$ cat config.mk
export PLATFORM = sky130hd
export DESIGN_NAME = merging_store_buffer
export DESIGN_NICKNAME = d
export VERILOG_FILES = /design/src/rtl/sbuf_pkg.sv /design/src/rtl/sbuf_merge_sel.sv /design/src/rtl/sbuf_fwd.sv /design/src/rtl/sbuf_ldctl.sv /design/src/rtl/merging_store_buffer.sv
export SDC_FILE = /design/constraint.sdc
export NUM_CORES = 2
export LEC_CHECK = 0
export BUFFER_PORTS_ARGS = -buffer_cell sky130_fd_sc_hd__buf_2
export CAP_MARGIN = 20
export CORE_UTILIZATION = 45
export CTS_CLUSTER_DIAMETER = 50
export DETAILED_ROUTE_END_ITERATION = 6
export PLACE_DENSITY = 0.72
export SLEW_MARGIN = 10
export SYNTH_ARGS = -nofsm -noshare
export SYNTH_HDL_FRONTEND = slang
export SYNTH_SLANG_ARGS = --single-unit
$ cat constraint.sdc
create_clock -name clk -period 9.8 [get_ports clk]
set_clock_uncertainty 0.2 [all_clocks]
set_input_delay 1.47 -clock clk [delete_from_list [all_inputs] [get_ports clk]]
set_output_delay 1.47 -clock clk [all_outputs]
set_load 0.01 [all_outputs]
$ cat src/rtl/sbuf_pkg.sv
package sbuf_pkg;
  localparam int unsigned LANE_W = 8;

  typedef enum logic [1:0] {
    LD_IDLE = 2'd0,
    LD_REQ  = 2'd1,
    LD_WAIT = 2'd2
  } ld_state_e;
endpackage

$ cat src/rtl/sbuf_merge_sel.sv
module sbuf_merge_sel #(
  parameter int DEPTH   = 4,
  parameter int WADDR_W = 29,
  parameter int PTR_W   = 2
) (
  input  logic [PTR_W-1:0]              head,
  input  logic [PTR_W:0]                count,
  input  logic [DEPTH-1:0][WADDR_W-1:0] e_waddr,
  input  logic [DEPTH-1:0]              e_dev,
  input  logic [WADDR_W-1:0]            st_waddr,
  input  logic                          st_dev,
  input  logic                          head_lock,
  output logic                          merge_ok,
  output logic [PTR_W-1:0]              merge_idx
);
  logic             found;
  logic [PTR_W-1:0] tgt;

  // youngest matching entry wins: scan oldest to youngest, keep last hit
  always_comb begin
    logic [PTR_W-1:0] idx;
    found = 1'b0;
    tgt   = '0;
    for (int k = 0; k < DEPTH; k++) begin
      idx = head + PTR_W'(k);
      if (k < int'(count) && e_waddr[idx] == st_waddr) begin
        found = 1'b1;
        tgt   = idx;
      end
    end
  end

  assign merge_ok  = found && !e_dev[tgt] && !st_dev && !(head_lock && tgt == head);
  assign merge_idx = tgt;
endmodule

$ cat src/rtl/sbuf_fwd.sv
module sbuf_fwd #(
  parameter int DEPTH   = 4,
  parameter int WADDR_W = 29,
  parameter int PTR_W   = 2,
  parameter int NB      = 8
) (
  input  logic [PTR_W-1:0]              head,
  input  logic [PTR_W:0]                count,
  input  logic [DEPTH-1:0][WADDR_W-1:0] e_waddr,
  input  logic [DEPTH-1:0][NB-1:0]      e_mask,
  input  logic [DEPTH-1:0][NB*8-1:0]    e_data,
  input  logic [WADDR_W-1:0]            ld_waddr,
  input  logic [NB-1:0]                 ld_strb,
  output logic [NB*8-1:0]               fwd_data,
  output logic                          cov_full,
  output logic                          cov_any
);
  logic [NB-1:0] cov;

  always_comb begin
    logic [PTR_W-1:0] idx;
    fwd_data = '0;
    cov      = '0;
    for (int k = 0; k < DEPTH; k++) begin
      idx = head + PTR_W'(k);
      if (k < int'(count) && e_waddr[idx] == ld_waddr) begin
        for (int b = 0; b < NB; b++) begin
          if (e_mask[idx][b]) begin
            fwd_data[b*8 +: 8] = e_data[idx][b*8 +: 8];
            cov[b]             = 1'b1;
          end
        end
      end
    end
  end

  assign cov_full = (ld_strb & ~cov) == '0;
  assign cov_any  = |(ld_strb & cov);
endmodule

$ cat src/rtl/sbuf_ldctl.sv
module sbuf_ldctl
  import sbuf_pkg::*;
#(
  parameter int WADDR_W = 29,
  parameter int NB      = 8
) (
  input  logic               clk,
  input  logic               rst_n,
  input  logic               ld_valid,
  output logic               ld_ready,
  input  logic [WADDR_W-1:0] ld_waddr,
  input  logic [NB-1:0]      ld_strb,
  output logic               ld_rsp_valid,
  output logic [NB*8-1:0]    ld_rsp_data,
  input  logic [NB*8-1:0]    fwd_data,
  input  logic               cov_full,
  input  logic               cov_any,
  output logic               mem_rd_valid,
  input  logic               mem_rd_ready,
  output logic [WADDR_W-1:0] mem_rd_waddr,
  input  logic               mem_rd_rsp_valid,
  input  logic [NB*8-1:0]    mem_rd_rsp_data,
  output logic               rd_busy,
  output logic               part_wait
);
  ld_state_e          st_q;
  logic [WADDR_W-1:0] sv_waddr;
  logic [NB-1:0]      sv_strb;
  logic               rsp_valid_q;
  logic [NB*8-1:0]    rsp_data_q;

  function automatic logic [NB*8-1:0] keep_lanes(input logic [NB*8-1:0] d,
                                                  input logic [NB-1:0] m);
    logic [NB*8-1:0] r;
    for (int b = 0; b < NB; b++) r[b*8 +: 8] = m[b] ? d[b*8 +: 8] : 8'h00;
    return r;
  endfunction

  assign ld_ready     = (st_q == LD_IDLE) && (cov_full || !cov_any);
  assign part_wait    = (st_q == LD_IDLE) && ld_valid && cov_any && !cov_full;
  assign rd_busy      = (st_q != LD_IDLE);
  assign mem_rd_valid = (st_q == LD_REQ);
  assign mem_rd_waddr = sv_waddr;
  assign ld_rsp_valid = rsp_valid_q;
  assign ld_rsp_data  = rsp_data_q;

  always_ff @(posedge clk) begin
    if (!rst_n) begin
      st_q        <= LD_IDLE;
      sv_waddr    <= '0;
      sv_strb     <= '0;
      rsp_valid_q <= 1'b0;
      rsp_data_q  <= '0;
    end else begin
      rsp_valid_q <= 1'b0;
      unique case (st_q)
        LD_IDLE: begin
          if (ld_valid && ld_ready) begin
            if (cov_full) begin
              rsp_valid_q <= 1'b1;
              rsp_data_q  <= keep_lanes(fwd_data, ld_strb);
            end else begin
              st_q     <= LD_REQ;
              sv_waddr <= ld_waddr;
              sv_strb  <= ld_strb;
            end
          end
        end
        LD_REQ: if (mem_rd_ready) st_q <= LD_WAIT;
        LD_WAIT: begin
          if (mem_rd_rsp_valid) begin
            rsp_valid_q <= 1'b1;
            rsp_data_q  <= keep_lanes(mem_rd_rsp_data, sv_strb);
            st_q        <= LD_IDLE;
          end
        end
        default: st_q <= LD_IDLE;
      endcase
    end
  end

  assert_rd_hold_R8: assert property (@(posedge clk) disable iff (!rst_n)
    mem_rd_valid && !mem_rd_ready |=> mem_rd_valid && $stable(mem_rd_waddr));

  assert_fwd_no_read_R7: assert property (@(posedge clk) disable iff (!rst_n)
    ld_valid && ld_ready && cov_full |=> !mem_rd_valid && ld_rsp_valid);
endmodule

$ cat src/rtl/merging_store_buffer.sv
module merging_store_buffer #(
  parameter int DEPTH   = 4,
  parameter int WADDR_W = 29,
  parameter int NB      = 8
) (
  input  logic                 clk,
  input  logic                 rst_n,
  input  logic                 st_valid,
  output logic                 st_ready,
  input  logic [WADDR_W-1:0]   st_waddr,
  input  logic [NB-1:0]        st_strb,
  input  logic [NB*8-1:0]      st_data,
  input  logic                 st_dev,
  input  logic                 ld_valid,
  output logic                 ld_ready,
  input  logic [WADDR_W-1:0]   ld_waddr,
  input  logic [NB-1:0]        ld_strb,
  output logic                 ld_rsp_valid,
  output logic [NB*8-1:0]      ld_rsp_data,
  output logic                 mem_wr_valid,
  input  logic                 mem_wr_ready,
  output logic [WADDR_W-1:0]   mem_wr_waddr,
  output logic [NB-1:0]        mem_wr_strb,
  output logic [NB*8-1:0]      mem_wr_data,
  output logic                 mem_rd_valid,
  input  logic                 mem_rd_ready,
  output logic [WADDR_W-1:0]   mem_rd_waddr,
  input  logic                 mem_rd_rsp_valid,
  input  logic [NB*8-1:0]      mem_rd_rsp_data,
  input  logic                 flush,
  output logic                 idle
);
  localparam int PTR_W = (DEPTH > 1) ? $clog2(DEPTH) : 1;
  localparam int CNT_W = PTR_W + 1;
  localparam int DW    = NB * 8;

  logic [DEPTH-1:0][WADDR_W-1:0] e_waddr;
  logic [DEPTH-1:0][NB-1:0]      e_mask;
  logic [DEPTH-1:0][DW-1:0]      e_data;
  logic [DEPTH-1:0]              e_dev;
  logic [PTR_W-1:0]              head, tail;
  logic [CNT_W-1:0]              count;
  logic                          hold_q;

  logic             merge_ok;
  logic [PTR_W-1:0] merge_idx;
  logic [DW-1:0]    fwd_data;
  logic             cov_full, cov_any;
  logic             rd_busy, part_wait;
  logic             st_fire, alloc, merge_fire, pop, full, want_drain;

  assign full       = (count == CNT_W'(DEPTH));
  assign st_ready   = !flush && (merge_ok || !full);
  assign st_fire    = st_valid && st_ready;
  assign merge_fire = st_fire && merge_ok;
  assign alloc      = st_fire && !merge_ok;
  assign pop        = mem_wr_valid && mem_wr_ready;
  assign idle       = (count == '0);

  // lazy drain: only when pressure or ordering calls for it
  assign want_drain   = !idle && (full || flush || part_wait || e_dev[head]);
  assign mem_wr_valid = hold_q || (want_drain && !rd_busy);
  assign mem_wr_waddr = e_waddr[head];
  assign mem_wr_strb  = e_mask[head];
  assign mem_wr_data  = e_data[head];

  sbuf_merge_sel #(.DEPTH(DEPTH), .WADDR_W(WADDR_W), .PTR_W(PTR_W)) u_merge_sel (
    .head      (head),
    .count     (count),
    .e_waddr   (e_waddr),
    .e_dev     (e_dev),
    .st_waddr  (st_waddr),
    .st_dev    (st_dev),
    .head_lock (mem_wr_valid),
    .merge_ok  (merge_ok),
    .merge_idx (merge_idx)
  );

  sbuf_fwd #(.DEPTH(DEPTH), .WADDR_W(WADDR_W), .PTR_W(PTR_W), .NB(NB)) u_fwd (
    .head     (head),
    .count    (count),
    .e_waddr  (e_waddr),
    .e_mask   (e_mask),
    .e_data   (e_data),
    .ld_waddr (ld_waddr),
    .ld_strb  (ld_strb),
    .fwd_data (fwd_data),
    .cov_full (cov_full),
    .cov_any  (cov_any)
  );

  sbuf_ldctl #(.WADDR_W(WADDR_W), .NB(NB)) u_ldctl (
    .clk              (clk),
    .rst_n            (rst_n),
    .ld_valid         (ld_valid),
    .ld_ready         (ld_ready),
    .ld_waddr         (ld_waddr),
    .ld_strb          (ld_strb),
    .ld_rsp_valid     (ld_rsp_valid),
    .ld_rsp_data      (ld_rsp_data),
    .fwd_data         (fwd_data),
    .cov_full         (cov_full),
    .cov_any          (cov_any),
    .mem_rd_valid     (mem_rd_valid),
    .mem_rd_ready     (mem_rd_ready),
    .mem_rd_waddr     (mem_rd_waddr),
    .mem_rd_rsp_valid (mem_rd_rsp_valid),
    .mem_rd_rsp_data  (mem_rd_rsp_data),
    .rd_busy          (rd_busy),
    .part_wait        (part_wait)
  );

  always_ff @(posedge clk) begin
    if (!rst_n) begin
      head   <= '0;
      tail   <= '0;
      count  <= '0;
      hold_q <= 1'b0;
    end else begin
      hold_q <= mem_wr_valid && !mem_wr_ready;
      if (pop)   head <= head + PTR_W'(1);
      if (alloc) tail <= tail + PTR_W'(1);
      count <= count + CNT_W'(alloc) - CNT_W'(pop);
    end
  end

  for (genvar gi = 0; gi < DEPTH; gi++) begin : g_slot
    always_ff @(posedge clk) begin
      if (!rst_n) begin
        e_waddr[gi] <= '0;
        e_mask[gi]  <= '0;
        e_data[gi]  <= '0;
        e_dev[gi]   <= 1'b0;
      end else if (alloc && tail == PTR_W'(gi)) begin
        e_waddr[gi] <= st_waddr;
        e_mask[gi]  <= st_strb;
        e_data[gi]  <= st_data;
        e_dev[gi]   <= st_dev;
      end else if (merge_fire && merge_idx == PTR_W'(gi)) begin
        e_mask[gi] <= e_mask[gi] | st_strb;
        for (int b = 0; b < NB; b++)
          if (st_strb[b]) e_data[gi][b*8 +: 8] <= st_data[b*8 +: 8];
      end
    end
  end

  assert_no_overflow_R2: assert property (@(posedge clk) disable iff (!rst_n)
    count <= CNT_W'(DEPTH));

  assert_wr_hold_R6: assert property (@(posedge clk) disable iff (!rst_n)
    mem_wr_valid && !mem_wr_ready |=> mem_wr_valid && $stable(mem_wr_waddr)
      && $stable(mem_wr_strb) && $stable(mem_wr_data));

  assert_read_order_R10: assert property (@(posedge clk) disable iff (!rst_n)
    rd_busy && mem_wr_valid |-> $past(mem_wr_valid && !mem_wr_ready));

  assert_idle_quiet_R11: assert property (@(posedge clk) disable iff (!rst_n)
    idle |-> !mem_wr_valid);

  assert_dev_alloc_R4: assert property (@(posedge clk) disable iff (!rst_n)
    st_valid && st_ready && st_dev |=> (count != $past(count)) || $past(pop));
endmodule

# Word-level counts from Yosys, hierarchy flattened
# Cells that the tools add are included.
# op_classes
n_addsub	6
n_lt_le_gt_ge	9
n_eq_ne	23
mux	161
bitwise_logic	8
n_reduce_logical	129
# op_table
op	count
$mux W64	19
$mux W8	72
$bmux W64 S2	4
$bmux W29 S2	4
$eq A29 B29 Y1	8
$pmux W64 S2	1
$mux W29	4
$reduce_bool A2 Y1	38
$bmux W8 S2	4
$reduce_and A2 Y1	32
$mux W1	41
$logic_and A1 B1 Y1	33
$or A8 B8 Y8	4
$and A8 B8 Y8	2
$mux W2	8
$lt A2 B3 Y1 const B	5
$logic_not A1 Y1	11
$eq A2 B2 Y1 const B	5
$logic_not A8 Y1	1
$not A8 Y8	1
$reduce_and A4 Y1	2
$reduce_or A8 Y1	1
$eq A2 B1 Y1 const B	3
$logic_not A2 Y1	3
other kinds (17)	30
# word_totals
register_bits	520
wordCells	389

# Longest topological paths before layout
# logic_depth
depth_word	31
depth_mapped	28

# Cells and area by module
# A second synthesis with hierarchy kept.
# hier_totals
cells_unflattened	4869
hier_area_um2	41375.9
# by_module_without_submodules
mod	n_inst	cells_each	area_per_inst_um2	seq_area_each_um2
merging_store_buffer	1	2044	18257.5	8328.0
sbuf_fwd	1	1651	12931.2	0.0
sbuf_merge_sel	1	553	5133.7	0.0
sbuf_ldctl	1	621	5053.6	2082.0

# Least setup slack after synthesis
# OpenSTA, ideal clock, no wires.
# synth_path
kind	input to output
startpoint	input port st_waddr[3]
endpoint	output port st_ready
arrival_time_ns	5.010
required_ns	8.130
slack_ns	3.120
stages	13
n_path_buf	1
path_cell_list	clkbuf_1 inv_1 a221o_1 a2111oi_2 o211ai_1 or4_4 or2_1 a32o_1 o21ai_1 or4b_1 a21oi_4 nand2_1 a31oi_1
# synth_between
elab_chain_len	14
elab_cells_between_ends	27
# synth_rtl
element	line	source
start, declared	merging_store_buffer.sv:10	input logic [WADDR_W-1:0] st_waddr,
$eq A29 B29 Y1	sbuf_merge_sel.sv:26	if (k < int'(count) && e_waddr[idx] == st_waddr) begin
$logic_and A1 B1 Y1	sbuf_merge_sel.sv:26	
$mux W2 (4 in a row)	sbuf_merge_sel.sv:26	
$bmux W1 S2	sbuf_merge_sel.sv:33	assign merge_ok = found && !e_dev[tgt] && !st_dev && !(head_lock && tgt == head);
$mux W1 (not written as such)	sbuf_merge_sel.sv:33	
$logic_not A1 Y1	sbuf_merge_sel.sv:33	
$logic_and A1 B1 Y1 (2 in a row)	sbuf_merge_sel.sv:33	
$logic_and A1 B1 Y1 (*)	sbuf_merge_sel.sv:33	
$logic_or A1 B1 Y1 (*)	merging_store_buffer.sv:53	assign st_ready = !flush && (merge_ok || !full);
$logic_and A1 B1 Y1 (*)	merging_store_buffer.sv:53	
end, declared	merging_store_buffer.sv:9	output logic st_ready,
# Mark *: on every way between the ends. The rest lies on a longest branch, timed or not. The select of a mux whose other input is x is not followed.

# Worst setup path after layout
# layout_path
startpoint	register head[0]
endpoint	output port st_ready
# layout_between
elab_chain_len	26
elab_cells_between_ends	105
# layout_rtl
element	line	source
start, declared	merging_store_buffer.sv:41	logic [PTR_W-1:0] head, tail;
start signal, assigned	merging_store_buffer.sv:121	if (pop) head <= head + PTR_W'(1);
branches (longest 23 deep; another with $add A2 B1 Y2)	n/a	
$logic_and A1 B1 Y1 (*)	sbuf_merge_sel.sv:33	
$logic_or A1 B1 Y1 (*)	merging_store_buffer.sv:53	
$logic_and A1 B1 Y1 (*)	merging_store_buffer.sv:53	
# Every way passes the cells marked *. The select of a mux whose other input is x is not followed.

==> run summary <==
The flow ran to the end, but the final reports show violations. The checks that failed: DRC. Across the run, the number of max-cap violations was 0. The finished layout cell area came out at 42000 sq um. IR analysis of the VDD net gives a maximum drop of 155 uV. The via count of the first global-routing pass was 30600. The tools report the startpoint kind of the worst setup timing path as a flip-flop. The relative slew slack was 24.0%.

The placed instances occupy a cell area of 39000 sq um. In this run the worst setup path begins at head[0]. The area share of the leading cell type in the synthesized netlist was 28.2%; the warning count from the yosys run was 0.

Mean routed wirelength per cell: 25.2 microns. The cell sitting at the root of the clock tree is a clkbuf_16. 411 I/O pins were placed. The row count is 104, and the number of antenna violations at the first check in global routing is 18. The number of gates given a new drive strength after cts is 0, and the area of the die is 83100 sq um. Cell type with the largest total area after synthesis: dfxtp_1. Among all cell types in the netlist, the one instantiated most often is mux2i_1. Area growth from synthesis to layout: 13.9%. TritonCTS buffer count: 82. The post-synthesis cell area came out at 36900 sq um. Reg-to-reg startpoint: head[0]. For this run, the share of the core covered by cells in the final layout is 52.0%. Yosys mapped a number of flops with a built-in enable equal to 0. The slew at the pin with the worst max-slew slack was 1.14 ns; the endpoint arrival time on the critical path was 7.13 ns. Count of endpoints failing setup in the final report: 0.

For this run, the number of standard cells in the final layout without fillers is 5231. Detailed routing inserted a total of 32800 vias. For this run, the detailed router's first-pass iteration total came to 7. The H-tree was split into 3 levels. The total overflow left after global routing is 0.

The predominant post-synthesis flop cell was dfxtp_1. In this run the most critical hold path is launched from e_data[19]. The tree built by TritonCTS fans out to 520 sinks.

In this run the worst path has a maximum fanout of 56. The routed via count divided by cell count came out at 6.27. The logs give 30.7% for the global-route usage over all layers and 195000 microns for the global-route wire length before repair. The run gives 0 as the buffer count from post-CTS setup fixing.

The final number of hold-violating endpoints is 0. The logs give 0 ns for the setup TNS after final layout and 198 for the pin count of the biggest net entering global routing. When the netlist entered floorplanning its net count stood at 4123.

After synthesis, the share of flip-flops with an asynchronous set or reset is 0%. At the worst endpoint, the required time is 8.13 ns. The tools report the final HPWL from detailed placement as 96100 microns. TritonCTS built the clock tree.

In this run the deepest clock path goes through 3 buffers. The filler cell count in the final layout is 7304, and the portion of the post-synthesis area used by sequential elements is 28.2%. The placeable core area was 80800 sq um. After synthesis, the mean cell area works out to 9.45 sq um. Counting distinct cell types in the post-synthesis netlist gives 94. For this design the static power due to leakage is 15.8 nW. For this configuration, the core starts out at a cell density of 45.6%. The number of placed instances, taps included, is 5064. Setup repair after global routing left no endpoint under its margin.

The setup path with the least slack is of type reg2out. The area of all sequential standard cells is 10400 sq um. By count the netlist is led by 610 x mux2i_1, 520 x dfxtp_1, 489 x nand2_1, 360 x nor2_1, 232 x mux4_2. The clock transition at the registers of the reported paths works out to 0.05 ns. Dividing the final minimum period by the clock period gives 89.8%. After layout, the design draws a total of 7.55 mW. The fraction of layout cells with a size suffix above 1 is 24.4%, and the power per unit of standard cell area is 180 nW/um^2.

Summed over all layers, the routed wires come to 132000 microns. Routability-driven placement finished with a final weighted congestion of 1.08. The worst path in the final design needs a cycle of 8.80 ns, including I/O delays and setup. For the number of slew-limit violations in the final report, the log shows 0.

The number of hold buffers added after CTS is 0. The die extent in x is 288 microns, and the maximum clock rate is 114 MHz. The tightest min-delay check is of the reg2reg type.

The post-synthesis sequential element count was 520; the final-stage net count was 4310. The multi-input combinational cells in the finished layout cover a total of 24500 sq um. For this block, the initial DRC count from the detailed router was 3510. In this run the tool buffered the top-level ports with 410 buffer cells. In this run the remaining antenna-violating nets after routing total 0. After technology mapping, the gate count stands at 3903. The source-to-sink clock delay at the later pin of the worst-skew pair came out at 0.66 ns. The tools report the DRC violation count after routing as 34.

The worst setup path is captured at an output pin. In the post-synthesis netlist, the biggest area contributors are dfxtp_1 28%, mux2i_1 17%, mux4_2 14%. The die height is 288 microns.
report_power, final:
group	switching (mW)	total [mW]	internal (mW)
sequential	0.146	2.35	2.21
combinational	1.20	2.03	0.828
clock	1.22	3.16	1.94
worst max-delay path: stages (launching register included):
cell      delay (ns)
dfxtp_4         0.93
buf_4           0.52
mux2i_1         0.54
xnor2_1         0.30
o221ai_1        0.19
nor4_1          0.53
and3_1          0.71
and3_1          0.70
or4b_1          0.25
o211ai_1        0.13
nor4_4          0.57
or4b_1          0.47
nand2_1         0.09
a31oi_1         0.25
buf_2           0.18
registers in the layout, indices dropped and copies added (netlist names):
signal and cells:
count 3, e_data 256, e_dev 4, e_mask 32
e_waddr 116, head 2, hold_q 1, tail 2
u_ldctl.ld_rsp_data 64, u_ldctl.ld_rsp_valid 1, u_ldctl.mem_rd_waddr 29, u_ldctl.st_q 2
u_ldctl.sv_strb 8
layer usage:
metal	GRT usage, %	share of wire, %	vias to the layer above
li1	-	-	14900
met3	6.63	8.8	330
met5	0	0.069	-
met4	14.2	5.0	14
met2	49.1	46	1514
met1	39.4	40	16100
worst paths after layout:
check / endpoint / slack [ns] / cells past startpoint
setup reg to reg: e_waddr[99] / 1.85 / 15
hold / removal: e_data[19] / 0.28 / 2
setup / recovery: st_ready / 1.0 / 14
hold reg to reg: e_data[19] / 0.28 / 2
final cells by class:
| type | instances | area share [%] |
|---|---|---|
| clock inverter | 55 | 1.94 |
| antenna | 12 | 0.0715 |
| inverter | 52 | 0.485 |
| clock buffer | 98 | 5.22 |
| multi-input combinational | 2976 | 58.3 |
| tap | 1060 | 3.16 |
| sequential | 520 | 24.8 |
| timing repair buffer | 458 | 6.00 |
cell families (layout without fill, tap and decap cells):
kind of cell | Yosys count | count (layout) | share of synthesized area, %
buffers and inverters | 407 | 663 | 5.57
and+or+nand+nor | 1144 | 1144 | 13.6
AOI/OAI and AO/OA | 673 | 673 | 13.5
other | 0 | 12 | 0
xor gates and xnor gates | 199 | 199 | 4.73
adders and majority gates | 9 | 9 | 0.326
muxes | 951 | 951 | 34.1
DFF | 520 | 520 | 28.2
per-stage QoR:
stage / setup WS (ns) / hold WS [ns]
floorplan: 3.12 / 0.252
detailed placement: 1.45 / 0.274
global route: 0.853 / 0.306
global placement: 1.54 / 0.263
CTS: 0.706 / 0.282
finish: 0.997 / 0.282
cell usage in the layout (no fill, tap or decap), drive strengths merged, types with 32 or more instances in the layout:
cell type  instances
dfxtp            520
a211oi            67
clkbuf            98
o211ai            73
a221oi            32
o22ai             41
mux4             232
a21oi            162
nand4             46
nand3             63
mux2             109
xor2              53
nand2            489
inv               70
o21ai            122
nor3              55
xnor2            146
nor2             364
buf              458
mux2i            610
Note: power is estimated with default switching activity, not from simulation.
